$ cat config.mk
export PLATFORM = sky130hd
export DESIGN_NAME = tftpkt_seq
export DESIGN_NICKNAME = d
export VERILOG_FILES = /design/src/rtl/tftpkt_pkg.sv /design/src/rtl/tftpkt_strobe.sv /design/src/rtl/tftpkt_cursor.sv /design/src/rtl/tftpkt_seq.sv
export SDC_FILE = /design/constraint.sdc
export NUM_CORES = 1
export LEC_CHECK = 0
export ABC_CLOCK_PERIOD_IN_PS = 2400
export BUFFER_PORTS_ARGS = -buffer_cell sky130_fd_sc_hd__buf_2
export CORE_ASPECT_RATIO = 0.5
export CORE_MARGIN = 4
export CORE_UTILIZATION = 35
export DETAILED_ROUTE_END_ITERATION = 6
export GPL_TIMING_DRIVEN = 0
export PLACE_DENSITY = 0.63
export SLEW_MARGIN = 20
export SYNTH_ARGS = -nofsm -noshare
export SYNTH_HDL_FRONTEND = slang
export SYNTH_HIERARCHICAL = 1
export SYNTH_SLANG_ARGS = --single-unit
$ cat constraint.sdc
create_clock -name clk -period 2.4 [get_ports clk]
set_input_delay 0.24 -clock clk [delete_from_list [all_inputs] [get_ports clk]]
set_output_delay 0.24 -clock clk [all_outputs]
set_load 0.05 [all_outputs]
$ cat src/rtl/tftpkt_pkg.sv
package tftpkt_pkg;

    localparam logic [7:0] PKT_OPCODE = 8'h84;
    localparam logic [7:0] PKT_CLOSE  = 8'h01;

    typedef enum logic [2:0] {
        SQ_IDLE,
        SQ_OPC,
        SQ_LEN,
        SQ_PLO,
        SQ_PHI,
        SQ_TERM
    } seq_state_e;

    typedef enum logic [1:0] {
        PH_IDLE,
        PH_SETUP,
        PH_STROBE,
        PH_HOLD
    } wr_phase_e;

    typedef struct packed {
        logic [7:0] data;
        logic       sel;
    } bus_word_t;

    // linear byte address of pixel (x, y) in a memory mem_w pixels wide
    function automatic int unsigned byte_addr(input int unsigned x,
                                              input int unsigned y,
                                              input int unsigned mem_w);
        return x * 2 + y * mem_w * 2;
    endfunction

    // clamp a phase length to at least one cycle
    function automatic logic [3:0] min_one(input logic [3:0] v);
        return (v == 4'd0) ? 4'd1 : v;
    endfunction

endpackage

$ cat src/rtl/tftpkt_strobe.sv
module tftpkt_strobe
    import tftpkt_pkg::*;
#(
    parameter logic [3:0] SETUP_CYC  = 4'd1,
    parameter logic [3:0] STROBE_CYC = 4'd1,
    parameter logic [3:0] HOLD_CYC   = 4'd1
) (
    input  logic      clk,
    input  logic      rst,
    input  logic      start,
    input  bus_word_t word_in,
    output logic      busy,
    output logic      last,
    output logic      cs_n,
    output logic      we_n,
    output bus_word_t word_out
);

    localparam logic [3:0] SET_LAST = min_one(SETUP_CYC) - 4'd1;
    localparam logic [3:0] STB_LAST = min_one(STROBE_CYC) - 4'd1;
    localparam logic [3:0] HLD_LAST = min_one(HOLD_CYC) - 4'd1;

    wr_phase_e  ph;
    logic [3:0] cnt;
    bus_word_t  held;

    always_ff @(posedge clk) begin
        if (rst) begin
            ph   <= PH_IDLE;
            cnt  <= '0;
            held <= '0;
        end else begin
            unique case (ph)
                PH_IDLE: begin
                    if (start) begin
                        ph   <= PH_SETUP;
                        cnt  <= SET_LAST;
                        held <= word_in;
                    end
                end
                PH_SETUP: begin
                    if (cnt == 4'd0) begin
                        ph  <= PH_STROBE;
                        cnt <= STB_LAST;
                    end else begin
                        cnt <= cnt - 4'd1;
                    end
                end
                PH_STROBE: begin
                    if (cnt == 4'd0) begin
                        ph  <= PH_HOLD;
                        cnt <= HLD_LAST;
                    end else begin
                        cnt <= cnt - 4'd1;
                    end
                end
                PH_HOLD: begin
                    if (cnt == 4'd0) begin
                        ph <= PH_IDLE;
                    end else begin
                        cnt <= cnt - 4'd1;
                    end
                end
                default: ph <= PH_IDLE;
            endcase
        end
    end

    assign busy     = (ph != PH_IDLE);
    assign last     = (ph == PH_HOLD) && (cnt == 4'd0);
    assign cs_n     = (ph == PH_IDLE);
    assign we_n     = (ph != PH_STROBE);
    assign word_out = held;

endmodule

$ cat src/rtl/tftpkt_cursor.sv
module tftpkt_cursor
    import tftpkt_pkg::*;
#(
    parameter int unsigned ADDR_W  = 18,
    parameter int unsigned X_W     = 9,
    parameter int unsigned Y_W     = 8,
    parameter int unsigned MEM_W   = 320,
    parameter int unsigned PKT_PIX = 20
) (
    input  logic              clk,
    input  logic              rst,
    input  logic              load,
    input  logic [X_W-1:0]    org_x,
    input  logic [Y_W-1:0]    org_y,
    input  logic              next_pkt,
    input  logic              next_line,
    output logic [ADDR_W-1:0] addr
);

    localparam logic [ADDR_W-1:0] PKT_BYTES  = ADDR_W'(2 * PKT_PIX);
    localparam logic [ADDR_W-1:0] LINE_BYTES = ADDR_W'(2 * MEM_W);

    logic [ADDR_W-1:0] line_base;
    logic [ADDR_W-1:0] pkt_base;

    always_ff @(posedge clk) begin
        if (rst) begin
            line_base <= '0;
            pkt_base  <= '0;
        end else if (load) begin
            line_base <= ADDR_W'(byte_addr(32'(org_x), 32'(org_y), MEM_W));
            pkt_base  <= ADDR_W'(byte_addr(32'(org_x), 32'(org_y), MEM_W));
        end else if (next_line) begin
            line_base <= line_base + LINE_BYTES;
            pkt_base  <= line_base + LINE_BYTES;
        end else if (next_pkt) begin
            pkt_base  <= pkt_base + PKT_BYTES;
        end
    end

    assign addr = pkt_base;

endmodule

$ cat src/rtl/tftpkt_seq.sv
module tftpkt_seq
    import tftpkt_pkg::*;
#(
    parameter int unsigned IMG_W      = 320,
    parameter int unsigned IMG_H      = 240,
    parameter int unsigned PKT_PIX    = 20,
    parameter int unsigned MEM_W      = 320,
    parameter int unsigned X_W        = 9,
    parameter int unsigned Y_W        = 8,
    parameter int unsigned ADDR_W     = 18,
    parameter logic [3:0]  SETUP_CYC  = 4'd1,
    parameter logic [3:0]  STROBE_CYC = 4'd1,
    parameter logic [3:0]  HOLD_CYC   = 4'd1
) (
    input  logic              clk,
    input  logic              rst,
    input  logic              pix_valid,
    output logic              pix_ready,
    input  logic [15:0]       pix_data,
    input  logic [X_W-1:0]    org_x,
    input  logic [Y_W-1:0]    org_y,
    output logic [ADDR_W-1:0] pkt_addr,
    output logic              lcd_cs_n,
    output logic              lcd_we_n,
    output logic              lcd_sel,
    output logic [7:0]        lcd_d,
    output logic              frame_done
);

    localparam int unsigned PKTS_PER_LINE = IMG_W / PKT_PIX;
    localparam int unsigned PIX_CW  = (PKT_PIX > 1)       ? $clog2(PKT_PIX)       : 1;
    localparam int unsigned PKT_CW  = (PKTS_PER_LINE > 1) ? $clog2(PKTS_PER_LINE) : 1;
    localparam int unsigned LINE_CW = (IMG_H > 1)         ? $clog2(IMG_H)         : 1;
    localparam logic [PIX_CW-1:0]  PIX_LAST  = PIX_CW'(PKT_PIX - 1);
    localparam logic [PKT_CW-1:0]  PKT_LAST  = PKT_CW'(PKTS_PER_LINE - 1);
    localparam logic [LINE_CW-1:0] LINE_LAST = LINE_CW'(IMG_H - 1);
    localparam logic [7:0]         LEN_BYTE  = 8'(2 * PKT_PIX);

    seq_state_e         st;
    logic [PIX_CW-1:0]  pix_i;
    logic [PKT_CW-1:0]  pkt_i;
    logic [LINE_CW-1:0] line_i;
    logic [7:0]         hi_byte;
    logic               done_q;

    logic      wr_start;
    logic      wr_busy;
    logic      wr_last;
    bus_word_t wr_word;
    bus_word_t bus_word;

    logic frame_load;
    logic last_pkt;
    logic last_line;
    logic step_pkt;
    logic step_line;

    // byte selection and write launch for the current state
    always_comb begin
        wr_word   = '{data: 8'h00, sel: 1'b0};
        wr_start  = 1'b0;
        pix_ready = 1'b0;
        unique case (st)
            SQ_OPC: begin
                wr_word.data = PKT_OPCODE;
                wr_start     = !wr_busy;
            end
            SQ_LEN: begin
                wr_word.data = LEN_BYTE;
                wr_start     = !wr_busy;
            end
            SQ_PLO: begin
                wr_word.data = pix_data[7:0];
                pix_ready    = !wr_busy;
                wr_start     = !wr_busy && pix_valid;
            end
            SQ_PHI: begin
                wr_word.data = hi_byte;
                wr_start     = !wr_busy;
            end
            SQ_TERM: begin
                wr_word.data = PKT_CLOSE;
                wr_word.sel  = 1'b1;
                wr_start     = !wr_busy;
            end
            default: ;
        endcase
    end

    assign frame_load = (st == SQ_IDLE) && pix_valid;
    assign last_pkt   = (pkt_i == PKT_LAST);
    assign last_line  = (line_i == LINE_LAST);
    assign step_pkt   = (st == SQ_TERM) && wr_last && !last_pkt;
    assign step_line  = (st == SQ_TERM) && wr_last && last_pkt && !last_line;

    always_ff @(posedge clk) begin
        if (rst) begin
            st      <= SQ_IDLE;
            pix_i   <= '0;
            pkt_i   <= '0;
            line_i  <= '0;
            hi_byte <= '0;
            done_q  <= 1'b0;
        end else begin
            done_q <= 1'b0;
            unique case (st)
                SQ_IDLE: begin
                    pix_i  <= '0;
                    pkt_i  <= '0;
                    line_i <= '0;
                    if (pix_valid) st <= SQ_OPC;
                end
                SQ_OPC: if (wr_last) st <= SQ_LEN;
                SQ_LEN: if (wr_last) st <= SQ_PLO;
                SQ_PLO: begin
                    if (wr_start) hi_byte <= pix_data[15:8];
                    if (wr_last)  st      <= SQ_PHI;
                end
                SQ_PHI: begin
                    if (wr_last) begin
                        if (pix_i == PIX_LAST) begin
                            pix_i <= '0;
                            st    <= SQ_TERM;
                        end else begin
                            pix_i <= pix_i + 1'b1;
                            st    <= SQ_PLO;
                        end
                    end
                end
                SQ_TERM: begin
                    if (wr_last) begin
                        if (!last_pkt) begin
                            pkt_i <= pkt_i + 1'b1;
                            st    <= SQ_OPC;
                        end else begin
                            pkt_i <= '0;
                            if (last_line) begin
                                line_i <= '0;
                                done_q <= 1'b1;
                                st     <= SQ_IDLE;
                            end else begin
                                line_i <= line_i + 1'b1;
                                st     <= SQ_OPC;
                            end
                        end
                    end
                end
                default: st <= SQ_IDLE;
            endcase
        end
    end

    tftpkt_strobe #(
        .SETUP_CYC  (SETUP_CYC),
        .STROBE_CYC (STROBE_CYC),
        .HOLD_CYC   (HOLD_CYC)
    ) i_strobe (
        .clk      (clk),
        .rst      (rst),
        .start    (wr_start),
        .word_in  (wr_word),
        .busy     (wr_busy),
        .last     (wr_last),
        .cs_n     (lcd_cs_n),
        .we_n     (lcd_we_n),
        .word_out (bus_word)
    );

    tftpkt_cursor #(
        .ADDR_W  (ADDR_W),
        .X_W     (X_W),
        .Y_W     (Y_W),
        .MEM_W   (MEM_W),
        .PKT_PIX (PKT_PIX)
    ) i_cursor (
        .clk       (clk),
        .rst       (rst),
        .load      (frame_load),
        .org_x     (org_x),
        .org_y     (org_y),
        .next_pkt  (step_pkt),
        .next_line (step_line),
        .addr      (pkt_addr)
    );

    assign lcd_d      = bus_word.data;
    assign lcd_sel    = bus_word.sel;
    assign frame_done = done_q;

endmodule

==> parameters.txt, run 1 <==
Parameter                              Value

STA
  Share of the cycle needed by the critical path after routing ... a little over nine tenths
  Fin Clk Skew ... around 0.0071 ns
  Setup_tns ... 0 ns
  Pin slew with the least headroom to its limit ... 0.631 ns
  F_max ... approximately 0.43 GHz
  Clock period minus final worst setup slack ... about 2.3 ns
  Smallest hold slack ... roughly 0.16 ns
  Number of pins exceeding their max-slew limit in the final report ... 0
  Hold Violations, Final ... 0
  Setup-violating endpoint count in the final report ... 0
  Crit path setup slack, layout ... 0.0880 ns
  Slew margin rel. ... 57.6%

Finish
  Design area ... ~0.0060 mm2
  Storage cell area ... ~0.0016 mm2
  Non-filler cells, final ... 887
  Antenna cells ... 0
  Finished Core Util ... between 40 and 50%
  Fillers ... 1380
  Most common cell after layout, fill and taps aside ... sky130_fd_sc_hd__dfxtp_1
  Area growth from synthesis to layout ... 22.2%
  Area taken by multi-input logic gates ... 0.00323 mm2
  Layout cells sized above 1 ... between 20% and 30%
  Net total in the final layout ... around 760
  Leading cell types in the layout, fill and taps excluded ... sky130_fd_sc_hd__dfxtp_1 (75), sky130_fd_sc_hd__buf_2 (72), sky130_fd_sc_hd__nand2_1 (59)

Placed design
  DP Worst Slack ... -0.492 ns
  Port Buffer Count ... 66
  Gpl congestion ... around 0.89
  Cell area after placement ... 0.00553 mm2
  HPWL after detailed placement ... roughly 9400 um
  Placed instance count ... 866

Critical path
  Type of the worst setup path ... flip-flop to flip-flop
  Crit path depth ... 11
  Number of buffer and inverter stages on the critical path ... 2
  Required time at the endpoint of the critical path ... ~2.6 ns
  Number of cell instances on the worst register-to-register path ... 11
  Type of element capturing the critical path ... flip-flop
  Largest fanout of any net on the critical path ... 10
  Cell-by-cell listing of the critical path ... inv_2, ha_4, and4bb_2, and4b_2, nand2_2, nor2_4, or3_1, buf_6, o211ai_1, a221o_2, nand3_1
  Crit path largest cell delay ... roughly 0.42 ns
  Kind of cell with the highest combined delay on the critical path ... simple AND/OR/NAND/NOR gates
  Worst-path cell with the longest stage delay ... sky130_fd_sc_hd__or3_1
  Data arrival time of the critical path ... between 2 and 3 ns
  Startpoint type of the worst setup path ... flip-flop

Hold path
  Worst hold path stage count ... 3
  Class of the tightest hold or removal check ... input port to flip-flop

Die
  Die outline height ... between 90 and 100 um
  Floorplan row count ... 30
  Area of the die ... 0.0162 mm2
  Core area ... around 0.014 mm2
  Die span in x ... 176 um
  I/O pin cnt ... between 60 and 70
  Starting Density ... about 36%

Power and ir drop
  IR Drop Worst-Case VDD ... between 0.3 and 0.4 mV
  Lkg Pwr ... between 2 and 2.5 nW
  Pwr dens ... between 700 and 800 mW/mm2
  Power consumption ... between 4 and 5 mW

Synth
  Top_reg_cell synth ... sky130_fd_sc_hd__dfxtp_1
  Largest area contributor in the netlist ... sky130_fd_sc_hd__dfxtp_1
  Number of flops mapped to enable cells by yosys ... 0
  Async set-or-reset flop fraction in the synthesized netlist ... 0%
  Area share of the largest cell type after synthesis ... about a third
  Mapped Nets ... between 600 and 700
  Largest cells by area after synthesis ... sky130_fd_sc_hd__dfxtp_1 (32%), sky130_fd_sc_hd__ha_1 (7.1%), sky130_fd_sc_hd__a21oi_1 (5.6%)
  Combined area of all synthesized cells ... about 0.0049 mm2
  Number of standard cells after synthesis ... 608
  Register area share after synthesis ... approximately a third
  Mean cell area of the mapped netlist ... 8.13 um2
  Post-synth cell types ... 82
  Synthesized flop and latch total ... between 70 and 80
  Count of synthesis-stage warnings from yosys ... 6

Clock network
  Clock Latency Late Sink ... approximately 0.33 ns
  H-tree depth reported by CTS ... 3
  Cts-stage hold buffer count ... 0
  Clock tree root buffer cell ... sky130_fd_sc_hd__clkbuf_16
  TritonCTS clock tree ... built
  Number of buffers between clock root and the deepest sink ... 2
  Number of buffers created by CTS ... 9
  Worst-path clk slew ... roughly 0.060 ns
  CTS Sinks ... between 70 and 80

Route
  Vias per cell ... roughly 5.3
  Average wire per cell in the routed design ... 14.2 um
  Pre-Repair DR Iteration Count ... 4
  Wire length reported by the detailed router ... 12600 um
  DRC errors left ... 0
  Remaining antenna violation count ... 0
  Number of vias after detailed routing ... 4700
  Initial DRC Count ... roughly 320

Global route
  Vias in the first global route ... about 4.6k
  Total GRT Usage ... between 10% and 20%
  Pin count of the biggest net entering global routing ... 15
  First-pass GRT wire length ... approximately 21000 um
  Global route overflow ... 0
  Number of antenna violations at the first check in global routing ... 0

Flow run
  Maximum capacitance violations ... 0

Run status
  Status ... completed
[synth_stat cells (10+ instances only)]
| library cell | number |
|---|---|
| sky130_fd_sc_hd__a21oi_1 | 55 |
| sky130_fd_sc_hd__clkbuf_1 | 16 |
| sky130_fd_sc_hd__dfxtp_1 | 79 |
| sky130_fd_sc_hd__ha_1 | 28 |
| sky130_fd_sc_hd__inv_1 | 23 |
| sky130_fd_sc_hd__mux2i_1 | 11 |
| sky130_fd_sc_hd__nand2_1 | 60 |
| sky130_fd_sc_hd__nand3_1 | 42 |
| sky130_fd_sc_hd__nor2_1 | 51 |
| sky130_fd_sc_hd__nor2b_1 | 12 |
| sky130_fd_sc_hd__nor3_1 | 10 |
| sky130_fd_sc_hd__o21ai_0 | 24 |
| sky130_fd_sc_hd__xnor2_1 | 13 |
| sky130_fd_sc_hd__xor2_1 | 21 |
[cells by family after synthesis]
group / after synthesis / synth area share, %
compound gates: 166 / 22.3
fa+ha+maj: 30 / 7.89
simple gates: 234 / 24.1
xor+xnor: 35 / 6.35
buf+inv: 53 / 5.06
mux: 11 / 2.23
flops: 79 / 32.0
[where the power goes]
group          switching [mW]  internal, mW  leakage [nW]
combinational            1.09         0.613          1.56
sequential              0.147          1.44         0.646
clock                   0.528         0.930         0.155
[worst register-to-register path, delay by kind of cell (launching register included)]
family,cells,cell delay [ns]
AOI/OAI and AO/OA,2,0.29
adders and majority gates,1,0.15
buffers and inverters,2,0.24
DFF,1,0.37
and+or+nand+nor,6,1.14
[what timing repair did]
action,4_1_cts,5_1_grt
pin swaps,3,6
setup buffers,4,3
setup endpoints to repair,35,26
gates resized for setup,20,25
[sequential cells by signal, summed over array words and instances (netlist names)]
name / count
frame_done: 1
hi_byte: 8
i_cursor/addr: 18
i_cursor/line_base: 17
i_strobe/cnt: 4
i_strobe/ph: 2
i_strobe/word_out: 9
line_i: 8
pix_i: 5
pkt_i: 4
st: 3
[cell type report]
cell class / instances / area share, %
buffer: 29 / 3.15
clock buffer: 11 / 4.02
clock inverter: 4 / 1.16
inverter: 23 / 1.47
multi-input combinational: 476 / 53.5
sequential: 79 / 26.4
tap: 192 / 3.98
timing repair buffer: 73 / 6.34
[final timing paths]
check	from	endpoint	slack [ns]
worst max-delay path	i_strobe/cnt[1]	i_cursor/addr[16]	0.09
worst min-delay path	pix_data[12]	hi_byte[4]	0.16
worst max register to register	i_strobe/cnt[1]	i_cursor/addr[16]	0.09
worst min register to register	hi_byte[0]	hi_byte[0]	0.45
[routing by layer]
layer,global-route usage (%),up-vias,share of wire (%)
li1,-,2363,-
met1,21.2,2225,49
met2,25.6,100,46
met3,3.79,12,4.7
met4,3.31,0,0.96
met5,0,-,0
No activity file was read; power rests on OpenSTA's default activity.
==> inputs of run 2 (changes only) <==
--- a/config.mk
+++ b/config.mk
@@ -12,6 +12,7 @@
 export CORE_UTILIZATION = 35
 export DETAILED_ROUTE_END_ITERATION = 6
 export GPL_TIMING_DRIVEN = 0
+export MAX_ROUTING_LAYER = met4
 export PLACE_DENSITY = 0.63
 export SLEW_MARGIN = 20
 export SYNTH_ARGS = -nofsm -noshare
==> run 2 against run 1 <==
Final area unchanged. Sequential power barely moved. Sequential share of layout area is the same. Critical path type unchanged. Worst hold slack about the same. Cell count is the same. Clock skew increased by 0.00070 ns. Die area did not move. Fmax rose by 0.31%.
==> parameters.txt, run 2 (same netlist as run 1, synthesis figures left out) <==
Parameter                              Value

Run status
  Status ... completed (unchanged)

STA
  Setup-violating endpoint count in the final report ... 0 (unchanged)
  Number of pins exceeding their max-slew limit in the final report ... 0 (unchanged)
  Clock period minus final worst setup slack ... 2.30 ns (was 2.31 ns)
  Smallest hold slack ... 0.156 ns (about the same)
  Hold Violations, Final ... 0 (unchanged)
  Share of the cycle needed by the critical path after routing ... 96.0% (was 96.3%)
  Crit path setup slack, layout ... 0.0950 ns (was 0.0880 ns)
  F_max ... 0.434 GHz (was 0.433 GHz)
  Slew margin rel. ... 56.9% (was 57.6%)
  Setup repair after global routing missed its margin ... no
  Pin slew with the least headroom to its limit ... 0.642 ns (was 0.631 ns)
  Fin Clk Skew ... 0.00779 ns (was 0.00709 ns)

Finish
  Net total in the final layout ... 757 (unchanged)
  Layout cells sized above 1 ... 21.0% (unchanged)
  Leading cell types in the layout, fill and taps excluded ... sky130_fd_sc_hd__dfxtp_1 (75), sky130_fd_sc_hd__buf_2 (72), sky130_fd_sc_hd__nand2_1 (59) (unchanged)
  Antenna cells ... 0 (unchanged)
  Area growth from synthesis to layout ... 22.2% (unchanged)
  Finished Core Util ... 44.1% (unchanged)
  Most common cell after layout, fill and taps aside ... sky130_fd_sc_hd__dfxtp_1 (unchanged)
  Flip-flop count of the largest register after layout ... 18 (unchanged)

Power and ir drop
  IR Drop Worst-Case VDD ... 0.352 mV (about the same)
  Lkg Pwr ... 2.36 nW (unchanged)
  Pwr dens ... 785 mW/mm2 (was 787 mW/mm2)

Route
  Pre-Repair DR Iteration Count ... 4 (unchanged)
  Number of vias after detailed routing ... 4690 (was 4700)
  Vias per cell ... 5.29 (was 5.30)
  Remaining antenna violation count ... 0 (unchanged)
  Wire length reported by the detailed router ... 12600 um (about the same)
  Average wire per cell in the routed design ... 14.2 um (about the same)
  Initial DRC Count ... 349 (was 319)
  DRC errors left ... 0 (unchanged)

Hold path
  Class of the tightest hold or removal check ... input port to flip-flop (unchanged)

Critical path
  Data arrival time of the critical path ... 2.53 ns (was 2.52 ns)
  Cell-by-cell listing of the critical path ... inv_2, ha_4, and4bb_2, and4b_2, nand2_2, nor2_4, buf_4, or2_2, nor2_2, nor2_1, o221a_2 (was inv_2, ha_4, and4bb_2, and4b_2, nand2_2, nor2_4, or3_1, buf_6, o211ai_1, a221o_2, nand3_1)
  Crit path largest cell delay ... 0.37 ns (was 0.42 ns)
  Worst-path cell with the longest stage delay ... sky130_fd_sc_hd__dfxtp_2 (was sky130_fd_sc_hd__or3_1)
  Startpoint type of the worst setup path ... flip-flop (unchanged)
  Type of the worst setup path ... flip-flop to flip-flop (unchanged)
  Required time at the endpoint of the critical path ... 2.62 ns (was 2.61 ns)
  Largest fanout of any net on the critical path ... 5 (was 10)
  Type of element capturing the critical path ... flip-flop (unchanged)

Global route
  Vias in the first global route ... 4579 (was 4574)
  Pin count of the biggest net entering global routing ... 15 (unchanged)
  Global route overflow ... 0 (unchanged)
  Number of antenna violations at the first check in global routing ... 0 (unchanged)
  Total GRT Usage ... 16.2% (was 15.7%)
  First-pass GRT wire length ... 21400 um (about the same)

Clock network
  TritonCTS clock tree ... built (unchanged)
  H-tree depth reported by CTS ... 3 (unchanged)
  Clock Latency Late Sink ... 0.33 ns (about the same)
  CTS Sinks ... 79 (unchanged)
  Cts-stage hold buffer count ... 0 (unchanged)
  Worst-path clk slew ... 0.06 ns (about the same)
  Number of buffers between clock root and the deepest sink ... 2 (unchanged)
  Clock tree root buffer cell ... sky130_fd_sc_hd__clkbuf_16 (unchanged)
  Number of buffers created by CTS ... 9 (unchanged)

Die
  Die outline height ... 92.0 um (unchanged)
  I/O pin cnt ... 67 (unchanged)
  Die span in x ... 176 um (unchanged)
  Starting Density ... 36.1% (unchanged)
  Area of the die ... 0.0162 mm2 (unchanged)
  Floorplan row count ... 30 (unchanged)
  Core area ... 0.0137 mm2 (unchanged)

Placed design
  DP Worst Slack ... -0.492 ns (unchanged)
  Port Buffer Count ... 66 (unchanged)
  Gpl congestion ... 0.907 (was 0.892)
  HPWL after detailed placement ... 9410 um (unchanged)

Flow run
  Maximum capacitance violations ... 0 (unchanged)
[run 2: layout make-up]
cell class | instances | area [um2]
Fill cell | 1380 | 7660
Multi-Input combinational cell | 476 | 3230
Sequential cell | 79 | 1590
Timing Repair Buffer | 73 | 383
Clock buffer | 11 | 243
Tap cell | 192 | 240
Buffer | 29 | 190
Inverter | 23 | 88.8
Clock inverter | 4 | 70.1
[run 2: final timing paths]
| check | from | endpoint | slack [ns] | cells past startpoint |
|---|---|---|---|---|
| worst min register to register | hi_byte[0] | hi_byte[0] | 0.45 | 2 |
| worst max register to register | i_strobe/cnt[1] | i_cursor/addr[10] | 0.1 | 11 |
| worst max-delay path | i_strobe/cnt[1] | i_cursor/addr[10] | 0.1 | 11 |
| worst min-delay path | pix_data[12] | hi_byte[4] | 0.16 | 3 |
[run 2: where the power goes]
part           internal [mW]  switching, mW  leakage (nW)
clock                  0.930          0.525         0.155
combinational          0.613           1.09          1.56
sequential              1.44          0.146         0.646
total                   2.99           1.76          2.36
[run 2: stage by stage]
stage | total power [mW] | setup TNS (ns) | cells | area [um2]
floorplan | 2.83 | 0 | 608 | 4960
global placement | 3.19 | -7.29 | 866 | 5530
detailed placement | 3.21 | -8.42 | 866 | 5530
CTS | 4.71 | -0.0635 | 884 | 5920
global route | 5.03 | 0 | 887 | 6040
finish | 4.75 | 0 | 887 | 6040
[run 2: what timing repair did]
action / 4_1_cts / 5_1_grt
pin swaps: 3 / 6
endpoints found under the setup margin: 35 / 26
gates resized for setup: 20 / 25
setup buffers: 4 / 3
endpoints found under the hold margin: 0 / 0
[run 2: worst max-delay path, delay by kind of cell (launching register included)]
kind	cells	cell delay, ns
simple gates	7	1.22
flops	1	0.37
compound gates	1	0.26
buf+inv	2	0.19
fa+ha+maj	1	0.15
[run 2: per-layer routing]
| metal | wire (um) | track usage, % |
|---|---|---|
| met2 | 5820 | 25.6 |
| met3 | 521 | 3.71 |
| met5 | 0 | - |
| met4 | 97 | 3.31 |
| met1 | 6140 | 21.3 |
==> inputs of run 3 (changes only) <==
--- a/config.mk
+++ b/config.mk
@@ -6,9 +6,9 @@
 export NUM_CORES = 1
 export LEC_CHECK = 0
 export ABC_CLOCK_PERIOD_IN_PS = 2400
-export BUFFER_PORTS_ARGS = -buffer_cell sky130_fd_sc_hd__buf_2
+export BUFFER_PORTS_ARGS = -buffer_cell sky130_fd_sc_hd__buf_4
 export CORE_ASPECT_RATIO = 0.5
-export CORE_MARGIN = 4
+export CORE_MARGIN = 2
 export CORE_UTILIZATION = 35
 export DETAILED_ROUTE_END_ITERATION = 6
 export GPL_TIMING_DRIVEN = 0
==> run 3 against run 2 <==
Sequential power hardly changed. Fmax is 0.39% higher. Setup slack better by 0.0089 ns. Total power is 0.14% lower. Largest power group unchanged.
==> parameters.txt, run 3 (same netlist as run 1, synthesis figures left out) <==
Parameter                              Value

Global route
  Global route overflow ... 0 (unchanged)
  First-pass GRT wire length ... 21300 um (was 21400 um)
  Vias in the first global route ... 4509 (was 4579)
  Pin count of the biggest net entering global routing ... 15 (unchanged)
  Total GRT Usage ... 18.0% (was 16.2%)
  Number of antenna violations at the first check in global routing ... 0 (unchanged)

Clock network
  Number of buffers created by CTS ... 9 (unchanged)
  Cts-stage hold buffer count ... 0 (unchanged)
  Clock tree root buffer cell ... sky130_fd_sc_hd__clkbuf_16 (unchanged)
  Worst-path clk slew ... 0.06 ns (about the same)
  CTS Sinks ... 79 (unchanged)
  Clock Latency Late Sink ... 0.33 ns (about the same)
  Number of buffers between clock root and the deepest sink ... 2 (unchanged)
  TritonCTS clock tree ... built (unchanged)
  H-tree depth reported by CTS ... 3 (unchanged)

Die
  Starting Density ... 36.2% (was 36.1%)
  I/O pin cnt ... 67 (unchanged)
  Die outline height ... 88.0 um (was 92.0 um)
  Die span in x ... 172 um (was 176 um)
  Area of the die ... 0.0152 mm2 (was 0.0162 mm2)
  Core area ... 0.0137 mm2 (about the same)
  Floorplan row count ... 30 (unchanged)

Finish
  Layout cells sized above 1 ... 21.2% (was 21.0%)
  Net total in the final layout ... 760 (was 757)
  Finished Core Util ... 45.5% (was 44.1%)
  Antenna cells ... 0 (unchanged)
  Leading cell types in the layout, fill and taps excluded ... sky130_fd_sc_hd__buf_4 (78), sky130_fd_sc_hd__dfxtp_1 (75), sky130_fd_sc_hd__nand2_1 (59) (was sky130_fd_sc_hd__dfxtp_1 (75), sky130_fd_sc_hd__buf_2 (72), sky130_fd_sc_hd__nand2_1 (59))
  Area growth from synthesis to layout ... 25.8% (was 22.2%)
  Most common cell after layout, fill and taps aside ... sky130_fd_sc_hd__buf_4 (was sky130_fd_sc_hd__dfxtp_1)
  Area taken by multi-input logic gates ... 0.00323 mm2 (about the same)
  Non-filler cells, final ... 890 (was 887)
  Flip-flop count of the largest register after layout ... 18 (unchanged)
  Storage cell area ... 0.00159 mm2 (unchanged)
  Fillers ... 1380 (unchanged)
  Design area ... 0.00622 mm2 (was 0.00604 mm2)

Hold path
  Worst hold path stage count ... 3 (unchanged)
  Worst hold path startpoint ... org_x[1] (was pix_data[12])
  Class of the tightest hold or removal check ... input port to flip-flop (unchanged)
  Endpoint, Worst Hold ... i_cursor/addr[2] (was hi_byte[4])

STA
  Fin Clk Skew ... 0.00322 ns (was 0.00779 ns)
  Hold Violations, Final ... 0 (unchanged)
  Slew margin rel. ... 58.3% (was 56.9%)
  Share of the cycle needed by the critical path after routing ... 95.7% (was 96.0%)
  Setup-violating endpoint count in the final report ... 0 (unchanged)
  F_max ... 0.436 GHz (was 0.434 GHz)
  Pin slew with the least headroom to its limit ... 0.621 ns (was 0.642 ns)
  Number of pins exceeding their max-slew limit in the final report ... 0 (unchanged)
  Clock period minus final worst setup slack ... 2.30 ns (about the same)

Critical path
  Required time at the endpoint of the critical path ... 2.60 ns (was 2.62 ns)
  R2R setup slack ... 0.10 ns (was 0.1 ns)
  Largest fanout of any net on the critical path ... 10 (was 5)
  Type of element capturing the critical path ... flip-flop (unchanged)
  Terminus of the critical flop-to-flop path ... i_cursor/line_base[4] (was i_cursor/addr[10])
  Number of cell instances on the worst register-to-register path ... 8 (was 11)
  Startpoint type of the worst setup path ... flip-flop (unchanged)
  Type of the worst setup path ... flip-flop to flip-flop (unchanged)
  Worst flop-to-flop path startpoint ... st[1] (was i_strobe/cnt[1])
  Data arrival time of the critical path ... 2.50 ns (was 2.53 ns)

Route
  Remaining antenna violation count ... 0 (unchanged)
  DRC errors left ... 0 (unchanged)
  Initial DRC Count ... 289 (was 349)
  Pre-Repair DR Iteration Count ... 5 (was 4)
  Wire length reported by the detailed router ... 12800 um (was 12600 um)
  Number of vias after detailed routing ... 4747 (was 4690)
  Average wire per cell in the routed design ... 14.4 um (was 14.2 um)
  Vias per cell ... 5.33 (was 5.29)

Run status
  Status ... completed (unchanged)

Power and ir drop
  Pwr dens ... 762 mW/mm2 (was 785 mW/mm2)
  Lkg Pwr ... 2.41 nW (was 2.36 nW)
  IR Drop Worst-Case VDD ... 0.356 mV (was 0.352 mV)

Placed design
  Gpl congestion ... 0.840 (was 0.907)
  Placed instance count ... 866 (unchanged)
  Cell area after placement ... 0.00569 mm2 (was 0.00553 mm2)
  HPWL after detailed placement ... 9310 um (was 9410 um)
  Port Buffer Count ... 66 (unchanged)

Flow run
  Maximum capacitance violations ... 0 (unchanged)
==> run 3: cell count changes in the layout (fill, tap and decap cells not counted), moves of 2 or more <==
cell	before	now
sky130_fd_sc_hd__a21oi_2	3	1
sky130_fd_sc_hd__buf_2	72	5
sky130_fd_sc_hd__buf_4	9	78
sky130_fd_sc_hd__clkbuf_1	11	9
sky130_fd_sc_hd__clkbuf_4	0	2
sky130_fd_sc_hd__clkbuf_8	5	7
==> run 3: stage by stage <==
stage                     hold slack [ns]  setup TNS (ns)  worst slack (ns)  power (mW)
after floorplan                     0.373               0            0.0136        2.83
final                               0.152               0             0.104        4.74
after CTS                           0.146               0           0.00728        4.67
after detailed placement            0.451           -8.45            -0.484        3.27
after global routing                0.158         -0.0173           -0.0155        5.01
after global placement              0.447           -7.21            -0.435        3.25
==> run 3: layer usage <==
layer	track usage, %	part of all wire (%)
met1	23.4	49
met2	28.6	45
met3	3.25	4.6
met4	5.42	1.3
met5	-	0
==> run 3: critical path: stages (launching register included) <==
cell and delay [ns]:
sky130_fd_sc_hd__dfxtp_1 0.33, sky130_fd_sc_hd__buf_6 0.15, sky130_fd_sc_hd__nor3_4 0.36, sky130_fd_sc_hd__and2_1 0.21, sky130_fd_sc_hd__clkbuf_8 0.17, sky130_fd_sc_hd__buf_2 0.28
sky130_fd_sc_hd__clkbuf_2 0.33, sky130_fd_sc_hd__mux2i_1 0.26, sky130_fd_sc_hd__nor2_1 0.06
==> run 3: repair_timing <==
action                     4_1_cts  5_1_grt
setup endpoints to repair       34       25
pin swaps                        3       10
resized for setup               21       27
buffers inserted                 3        7
==> run 3: cell type report <==
cell class                      instances  share of cell area, %
Buffer                                 29                   3.20
Clock inverter                          4                  0.724
Clock buffer                           11                   4.06
Inverter                               23                   1.43
Timing Repair Buffer                   76                   9.18
Sequential cell                        79                   25.6
Multi-Input combinational cell        476                   51.9
Tap cell                              192                   3.86
==> run 3: report_power, final <==
| part | leakage, nW | switching (mW) | internal [mW] |
|---|---|---|---|
| Sequential | 0.646 | 0.148 | 1.44 |
| Combinational | 1.61 | 1.09 | 0.677 |
| Clock | 0.151 | 0.525 | 0.851 |
| Total | 2.41 | 1.77 | 2.97 |
==> run 3: how the worst max path moves through the flow <==
stage | startpoint | to | slack [ns] | cells past startpoint
final | st[1] | i_cursor/line_base[4] | 0.10 | 8
after floorplan | i_strobe/ph[0] | i_cursor/addr[6] | 0.01 | 10
after global placement | i_strobe/ph[0] | i_cursor/addr[16] | -0.43 | 10
after CTS | i_strobe/cnt[0] | i_cursor/addr[9] | 0.007 | 10
after detailed placement | i_strobe/ph[0] | i_cursor/addr[16] | -0.48 | 10
after global routing | org_y[1] | i_cursor/line_base[16] | -0.02 | 10
